===== src/rtl/spush_pkg.sv =====
package spush_pkg;
  localparam int unsigned NREG   = 16;
  localparam int unsigned RIDX_W = $clog2(NREG);
  localparam int unsigned CNT_W  = RIDX_W + 1;
  localparam logic [3:0]  SP_CODE = 4'd13;

  typedef enum logic [0:0] {ST_IDLE = 1'b0, ST_STORE = 1'b1} seq_state_t;

  // number of set bits in a register list
  function automatic logic [CNT_W-1:0] list_count(input logic [NREG-1:0] v);
    logic [CNT_W-1:0] c;
    c = '0;
    for (int i = 0; i < NREG; i++) c = c + CNT_W'(v[i]);
    return c;
  endfunction
endpackage


===== src/rtl/spush_decode.sv =====
module spush_decode
  import spush_pkg::*;
(
  input  logic [31:0]      insn,
  input  logic             form_hw,
  output logic             is_push,
  output logic [NREG-1:0]  reg_list,
  output logic [CNT_W-1:0] reg_cnt
);
  logic            word_hit;
  logic            hw_hit;
  logic [NREG-1:0] word_list;
  logic [NREG-1:0] hw_list;

  assign word_hit = (insn[31:28] != 4'hF) && (insn[27:25] == 3'b100) &&
                    insn[24] && !insn[23] && !insn[22] && insn[21] &&
                    !insn[20] && (insn[19:16] == SP_CODE);
  assign hw_hit   = (insn[31:25] == 7'b1110100) && (insn[24:23] == 2'b10) &&
                    !insn[22] && insn[21] && !insn[20] &&
                    (insn[19:16] == SP_CODE) && !insn[15] && !insn[13];

  assign word_list = insn[15:0];
  assign hw_list   = {1'b0, insn[14], 1'b0, insn[12:0]};

  assign reg_list = form_hw ? hw_list : word_list;
  assign reg_cnt  = list_count(reg_list);
  assign is_push  = (form_hw ? hw_hit : word_hit) && (reg_cnt > CNT_W'(1));
endmodule


===== src/rtl/spush_pick.sv =====
module spush_pick
  import spush_pkg::*;
(
  input  logic [NREG-1:0]   pending,
  output logic [RIDX_W-1:0] idx,
  output logic [NREG-1:0]   onehot,
  output logic              final_one
);
  logic seen;

  always_comb begin
    onehot = '0;
    idx    = '0;
    seen   = 1'b0;
    for (int i = 0; i < NREG; i++) begin
      if (pending[i] && !seen) begin
        onehot[i] = 1'b1;
        idx       = RIDX_W'(i);
        seen      = 1'b1;
      end
    end
  end

  assign final_one = ((pending & ~onehot) == '0);
endmodule


===== src/rtl/stack_push_seq.sv =====
module stack_push_seq
  import spush_pkg::*;
#(
  parameter int unsigned ADDR_W = 32,
  parameter int unsigned DATA_W = 32
) (
  input  logic              clk,
  input  logic              rst_n,
  input  logic              insn_valid,
  input  logic [31:0]       insn_word,
  input  logic              insn_form,
  input  logic              insn_pass,
  output logic              insn_ready,
  input  logic [ADDR_W-1:0] sp_rdata,
  output logic [3:0]        rf_raddr,
  input  logic [DATA_W-1:0] rf_rdata,
  output logic              mem_wvalid,
  input  logic              mem_wready,
  output logic [ADDR_W-1:0] mem_waddr,
  output logic [DATA_W-1:0] mem_wdata,
  output logic              sp_we,
  output logic [ADDR_W-1:0] sp_wdata,
  output logic              done,
  output logic              not_push
);
  localparam logic [ADDR_W-1:0] STEP = ADDR_W'(DATA_W / 8);

  seq_state_t        state;
  logic [NREG-1:0]   pending;
  logic [ADDR_W-1:0] addr_q;
  logic [ADDR_W-1:0] base_q;
  logic              done_q;
  logic              nopush_q;
  logic              spwe_q;

  logic              dec_push;
  logic [NREG-1:0]   dec_list;
  logic [CNT_W-1:0]  dec_cnt;
  logic [RIDX_W-1:0] pick_idx;
  logic [NREG-1:0]   pick_onehot;
  logic              pick_last;
  logic [ADDR_W-1:0] start_addr;

  // named events for the checker
  logic ev_accept;
  logic ev_start;
  logic ev_fire;
  logic ev_last;

  spush_decode u_dec (
    .insn     (insn_word),
    .form_hw  (insn_form),
    .is_push  (dec_push),
    .reg_list (dec_list),
    .reg_cnt  (dec_cnt)
  );

  spush_pick u_pick (
    .pending   (pending),
    .idx       (pick_idx),
    .onehot    (pick_onehot),
    .final_one (pick_last)
  );

  assign start_addr = sp_rdata - ADDR_W'(dec_cnt) * STEP;

  assign insn_ready = (state == ST_IDLE);
  assign ev_accept  = insn_valid && insn_ready;
  assign ev_start   = ev_accept && dec_push && insn_pass;
  assign mem_wvalid = (state == ST_STORE);
  assign ev_fire    = mem_wvalid && mem_wready;
  assign ev_last    = ev_fire && pick_last;

  always_ff @(posedge clk) begin
    if (!rst_n) begin
      state    <= ST_IDLE;
      pending  <= '0;
      addr_q   <= '0;
      base_q   <= '0;
      done_q   <= 1'b0;
      nopush_q <= 1'b0;
      spwe_q   <= 1'b0;
    end else begin
      done_q   <= 1'b0;
      nopush_q <= 1'b0;
      spwe_q   <= 1'b0;
      if (ev_accept && !ev_start) begin
        done_q   <= 1'b1;
        nopush_q <= !dec_push;
      end
      if (ev_start) begin
        state   <= ST_STORE;
        pending <= dec_list;
        addr_q  <= start_addr;
        base_q  <= start_addr;
      end else if (ev_fire) begin
        pending <= pending & ~pick_onehot;
        addr_q  <= addr_q + STEP;
        if (pick_last) begin
          state  <= ST_IDLE;
          done_q <= 1'b1;
          spwe_q <= 1'b1;
        end
      end
    end
  end

  assign rf_raddr  = 4'(pick_idx);
  assign mem_waddr = addr_q;
  assign mem_wdata = rf_rdata;
  assign sp_we     = spwe_q;
  assign sp_wdata  = base_q;
  assign done      = done_q;
  assign not_push  = nopush_q;
endmodule


===== config.mk =====
export PLATFORM = sky130hd
export DESIGN_NAME = stack_push_seq
export DESIGN_NICKNAME = d
export VERILOG_FILES = /design/src/rtl/spush_pkg.sv /design/src/rtl/spush_decode.sv /design/src/rtl/spush_pick.sv /design/src/rtl/stack_push_seq.sv
export SDC_FILE = /design/constraint.sdc
export NUM_CORES = 1
export LEC_CHECK = 0
export BUFFER_PORTS_ARGS = -buffer_cell sky130_fd_sc_hd__buf_2
export CAP_MARGIN = 15
export CORE_AREA = 5 5 123 125
export DETAILED_ROUTE_END_ITERATION = 8
export DIE_AREA = 0 0 128 130
export GPL_TIMING_DRIVEN = 1
export PLACE_DENSITY = 0.65
export SYNTH_ARGS = -nofsm -noshare
export SYNTH_HDL_FRONTEND = slang
export SYNTH_SLANG_ARGS = --single-unit

===== constraint.sdc =====
create_clock -name clk -period 10.5 [get_ports clk]
set_input_delay 2.1 -clock clk [delete_from_list [all_inputs] [get_ports clk]]
set_output_delay 2.1 -clock clk [all_outputs]
set_load 0.01 [all_outputs]

Yosys cells after proc, flatten, opt, wreduce, memory -nomap -nowiden
Cells that the tools add are included.

Bits in registers: 84. Bits in latches: 0. RAM bits: 0. Bits in read-only memories: 0. Output and inout port bits: 105. Memories: 0.

Add/sub/neg operators: 17. Multiply operators: 0. Divide/modulo/power cells: 0. Magnitude comparators: 1. Equality and inequality tests: 5. Shift operators: 0. Muxes and demuxes: 59. Bitwise operators: 5. Reduce and logical (&&, ||, !) cells: 63.

Operator list (count): adder 5 x 1 -> 5 bit (14); two-way mux 32 bit (2); two-way mux 16 bit (3); two-way mux 1 bit (40); logical AND 1 bit (35); adder 32 x 3 -> 32 bit, second input constant (1); two-way mux 4 bit (8); subtractor 32 x 7 -> 32 bit (1); zero test 1 bit (22); AND 16 bit (1); zero test 16 bit (1); inverter 16 bit (1); two-way mux 3 bit (4); equality test 7 bit, second input constant (1); greater-than comparator 5 x 1 -> 1 bit, second input constant (1); equality test 4 bit, second input constant (1); two-way mux 2 bit (2); inequality test 4 bit, second input constant (1); AND reduction 2 bit (2); nonzero test 2 bit (2); equality test 3 bit, second input constant (1); inverter 1 bit (3); OR reduction 3 bit (1); adder 1 x 1 -> 2 bit (1); equality test 2 bit, second input constant (1).

Longest topological paths before layout
Word-level depth: 52. Gate-level depth with buffers: 22.

Modules after synthesis
A second synthesis with hierarchy kept.

Cells, all modules: 665. Area total of the unflattened synthesis: 5335.1 um2.

Modules (own cells, without submodules): stack_push_seq (instances 1, cells each 536, area each 4334.2 um2, sequential area each 1681.6 um2); spush_decode (instances 1, cells each 64, area each 568.0 um2, sequential area each 0.0 um2); spush_pick (instances 1, cells each 65, area each 432.9 um2, sequential area each 0.0 um2).

Worst setup path after synthesis
No wires, ideal clock.

Path kind: input port to flip-flop. From: in insn_word[0]. To: reg base_q[12], in the netlist sp_wdata[12]. Library setup time: 0.121 ns. Arrival time: 7.031 ns. Required time: 10.379 ns. Path slack: 3.348 ns. Stages: 17. Buffers on the path: 0. Cells stage by stage: ha_1 > inv_1 > fa_1 > fa_1 > fa_1 > fa_1 > fa_1 > fa_1 > nor2b_1 > o21ai_0 > ha_1 > nand2_1 > o21ai_1 > or4b_2 > xnor2_1 > o21ai_0 > nor2_1.

Longest elaborated chain between the ends: 20. Elaborated cells on any way between the ends: 21. Classes of those cells: 16 x add/sub; 1 x order compare; 1 x mux; 3 x reduce/logical.

RTL lines: from (decl) (line stack_push_seq.sv:10) `input logic [31:0] insn_word,`; two-way mux 16 bit * (line spush_decode.sv:25) `assign reg_list = form_hw ? hw_list : word_list;`; adder 1 x 1 -> 2 bit * (line spush_pkg.sv:13) `for (int i = 0; i < NREG; i++) c = c + CNT_W'(v[i]);`; adder 5 x 1 -> 5 bit * (14 in a row) (line spush_pkg.sv:13); branches (longest 4 deep; another with subtractor 32 x 7 -> 32 bit); to (signal assigned) (line stack_push_seq.sv:95) `base_q <= start_addr;`; to (decl) (line stack_push_seq.sv:31) `logic [ADDR_W-1:0] base_q;`.

Mark *: on every way between the ends. A chain may end at the register's enable or synchronous reset.

Final worst setup path
From: in insn_word[0]. To: reg addr_q[31], in the netlist mem_waddr[31].

Longest elaborated chain between the ends: 21. Elaborated cells on any way between the ends: 23. Classes of those cells: 16 x add/sub; 1 x order compare; 2 x mux; 4 x reduce/logical.

RTL lines: two-way mux 16 bit * (line spush_decode.sv:25); adder 1 x 1 -> 2 bit * (line spush_pkg.sv:13); adder 5 x 1 -> 5 bit * (14 in a row) (line spush_pkg.sv:13); branches (longest 5 deep; another with subtractor 32 x 7 -> 32 bit); to (signal assigned) (line stack_push_seq.sv:94) `addr_q <= start_addr;`; to (signal assigned) (line stack_push_seq.sv:98) `addr_q <= addr_q + STEP;`; to (decl) (line stack_push_seq.sv:30) `logic [ADDR_W-1:0] addr_q;`.

Marked as above.

==> results_dict.tcl <==
set metrics [dict create \
    nNetsFinal 872 \
    grt.overflow.total 0 \
    cp.arrival_ns 7.63 \
    postRouteAntennaNets 0 \
    netlist_instances 657 \
    regArea_mm2 0.00168 \
    tns_ns 0 \
    drcViolationCount 0 \
    start_util_pct 39.6 \
    cts_htree_levels 3 \
    synth-xor-area-share_pct 8.20 \
    multi_input_area_mm2 0.00321 \
    met2WireLength_um 6770 \
    synth-simple-area-share_pct 23.5 \
    synthMuxAreaShare_pct 0.918 \
    clkLatencyLatePin_ns 0.34 \
    reg2reg_slack_ns 7.94 \
    synth_flop_cell "dfxtp_1" \
    io_pins 207 \
    root_buffer "clkbuf_16" \
    dr.pass1.iters 4 \
    die_height_um 130 \
    ir_drop_v 0.0000956 \
    dieArea_mm2 0.0166 \
    wl_met1_um 7550 \
    fin_crit_ns 7.40 \
    endpoint_kind "flop" \
    finalCritPeriodShare_pct 70.4 \
    slew_viol_final 0 \
    hold_viol 0 \
    ys_ff_latch 84 \
    fillCellCount 1427 \
    diodes 0 \
    p_leak_uw 0.00278 \
    clock-sinks 84 \
    synth_compound_area_share_pct 19.9 \
    cts_hold_buf 0 \
    reg2regPathDepth 5 \
    hp-start "sp_wdata[1]$_SDFFE_PN0P_" \
    critical_path.max_fanout 13 \
    top_layer "met4" \
    yosysTopAreaCell "dfxtp_1" \
    start_kind "primary input" \
    status "finished, final reports clean" \
    tightest_slew_ns 1.07 \
    final_cell_mix "buf_2 (142), dfxtp_1 (84), nor2_1 (67)" \
    r2r_end "sp_wdata[7]$_SDFFE_PN0P_" \
    power_density_mw_per_mm2 153 \
    drt_iter0_drc 257 \
    r2r_start "mem_wvalid$_SDFFE_PN0P_" \
    grt_pass1_wl_um 24700 \
    synth_top_family_by_area "simple AND/OR/NAND/NOR gates" \
    core_mm2 0.0138 \
    yosysTopAreaCellShare_pct 30.9 \
    fin_worst_skew_ns 0.00644 \
    gp_congestion 0.876 \
    hpwl_um 12400 \
    synth_edf_count 0 \
    syn-num-nets 780 \
    drive_gt1_share_pct 25.9 \
    die_x_um 128 \
    cts_resized 0 \
    worstHoldPathType "flop to flop" \
    ys_seq_area_share_pct 30.9 \
    slew_headroom_pct 28.1 \
    drt_wl_total_um 15800 \
    viasPerCell 5.35 \
    yosys-top-cells-area "dfxtp_1 (31%), a21oi_1 (5.1%), xor2_1 (5.0%), nor2_1 (4.6%), buf_4 (4.5%)" \
    setup_viol 0 \
    min_to "sp_wdata[1]$_SDFFE_PN0P_" \
    rsz0062_at_grt "no" \
    cap_violations 0 \
    ys_warn_count 0 \
    clk_path_buf_depth 2 \
    place_ws_ns 2.70 \
    cts_buffers 9 \
    vias 4994 \
    cts_tree "done" \
    post-route-worst-setup-slack_ns 3.10 \
    path_clk_slew_ns 0.06 \
    synthAdderAreaFrac_pct 6.34 \
    cts_setup_buffers 0 \
    startpoint "insn_word[0]" \
    antenna_found_initial 0 \
    instances_no_fill 933 \
    whs_ns 0.450 \
    postSynthAreaPerCell_um2 8.30 \
    critPathRequiredTime_ns 10.74 \
    path_class "primary input to flop" \
    wl_per_cell_um 17.0 \
    wl_met3_um 1200 \
    io_buffers 142 \
    fp-row-count 43 \
    grt_max_degree 53 \
    syn-cell-area_mm2 0.00545 \
    yosysUniqueCellTypes 75 \
    async_flop_share_pct 0 \
    dpl.cell_count 918 \
    area_delta_synth_final_pct 15.4 \
    grt_pass1_vias 4625 \
    mostFrequentLayoutCell "buf_2" \
    globalRouteTotalUtil_pct 18.8 \
    hold_path_depth 2 \
    total_power_uw 965 \
    max_freq_mhz 135 \
]
[state kept, by name (all words and copies together), names as in the netlist]
signal	flops
mem_wvalid	1
sp_we	1
done	1
not_push	1
mem_waddr	32
pending	16
sp_wdata	32
[power by group]
group	switching, µW	total, µW	leakage, µW	internal, µW
Combinational	175	297	0.00194	122
Sequential	0.122	319	0.000677	319
Clock	130	349	0.000158	220
[per-stage QoR]
stage / instance area (µm²) / utilization, %
after detailed placement: 5970 / 43.3
after CTS: 6290 / 45.7
after global routing: 6290 / 45.7
after floorplan: 5450 / -
after global placement: 5970 / 43.3
final: 6290 / 45.7
[Yosys cell counts, drive strengths merged (3+ instances only)]
library cell,number
a211o,3
a211oi,8
a21oi,56
and2,4
and3,9
and4,4
buf,52
clkbuf,12
dfxtp,84
fa,11
ha,10
inv,31
mux2i,5
nand2,51
nand3,25
nand4,13
nor2,68
nor2b,4
nor3,20
nor4,15
nor4b,4
o211a,4
o21a,8
o21ai,33
o21ba,4
o31a,4
o31ai,8
o32ai,8
or2,6
or3,5
or4,5
xnor2,20
xor2,31
[layout make-up]
cell class	instances	area share [%]
sequential	84	26.7
clock buffer	11	4.02
timing repair buffer	145	11.7
multi-input combinational	477	51.0
clock inverter	4	1.15
tap	180	3.58
inverter	32	1.91
[worst max-delay path by stage]
stage | cells after the start | to
final | 17 | mem_waddr[31]$_SDFFE_PN0P_
after global routing | 17 | sp_wdata[25]$_SDFFE_PN0P_
after detailed placement | 17 | sp_wdata[31]$_SDFFE_PN0P_
after floorplan | 17 | sp_wdata[12]$_SDFFE_PN0P_
after global placement | 17 | mem_waddr[31]$_SDFFE_PN0P_
after CTS | 17 | sp_wdata[31]$_SDFFE_PN0P_
[metal layers]
layer  vias up  global-route usage (%)
met3        33                    3.81
met5         -                       0
met2       186                    27.7
met4         0                    6.99
met1      2296                    27.1
li1       2479                       -
[critical path, cell delays in order]
cell and delay, ns:
buf_2 0.11, ha_1 0.28, inv_1 0.07, fa_1 0.44, fa_1 0.52, fa_1 0.54, fa_1 0.42, fa_1 0.40
fa_1 0.47, nor2b_1 0.13, o21ai_0 0.10, ha_1 0.36, nand2_1 0.15, o31ai_2 0.91, nor3_1 0.20, a211o_1 0.32
o211a_1 0.13
[kinds of logic (layout without fill, tap and decap cells)]
kind of cell             count (synthesis)  count (layout)
adder cells (fa/ha/maj)                 21              21
flip-flops                              84              84
multiplexers                             5               5
buffers and inverters                   96             192
AO/OA/AOI/OAI                          159             159
AND/OR/NAND/NOR                        241             241
XOR/XNOR                                51              51
(Power assumes the default switching activity.)
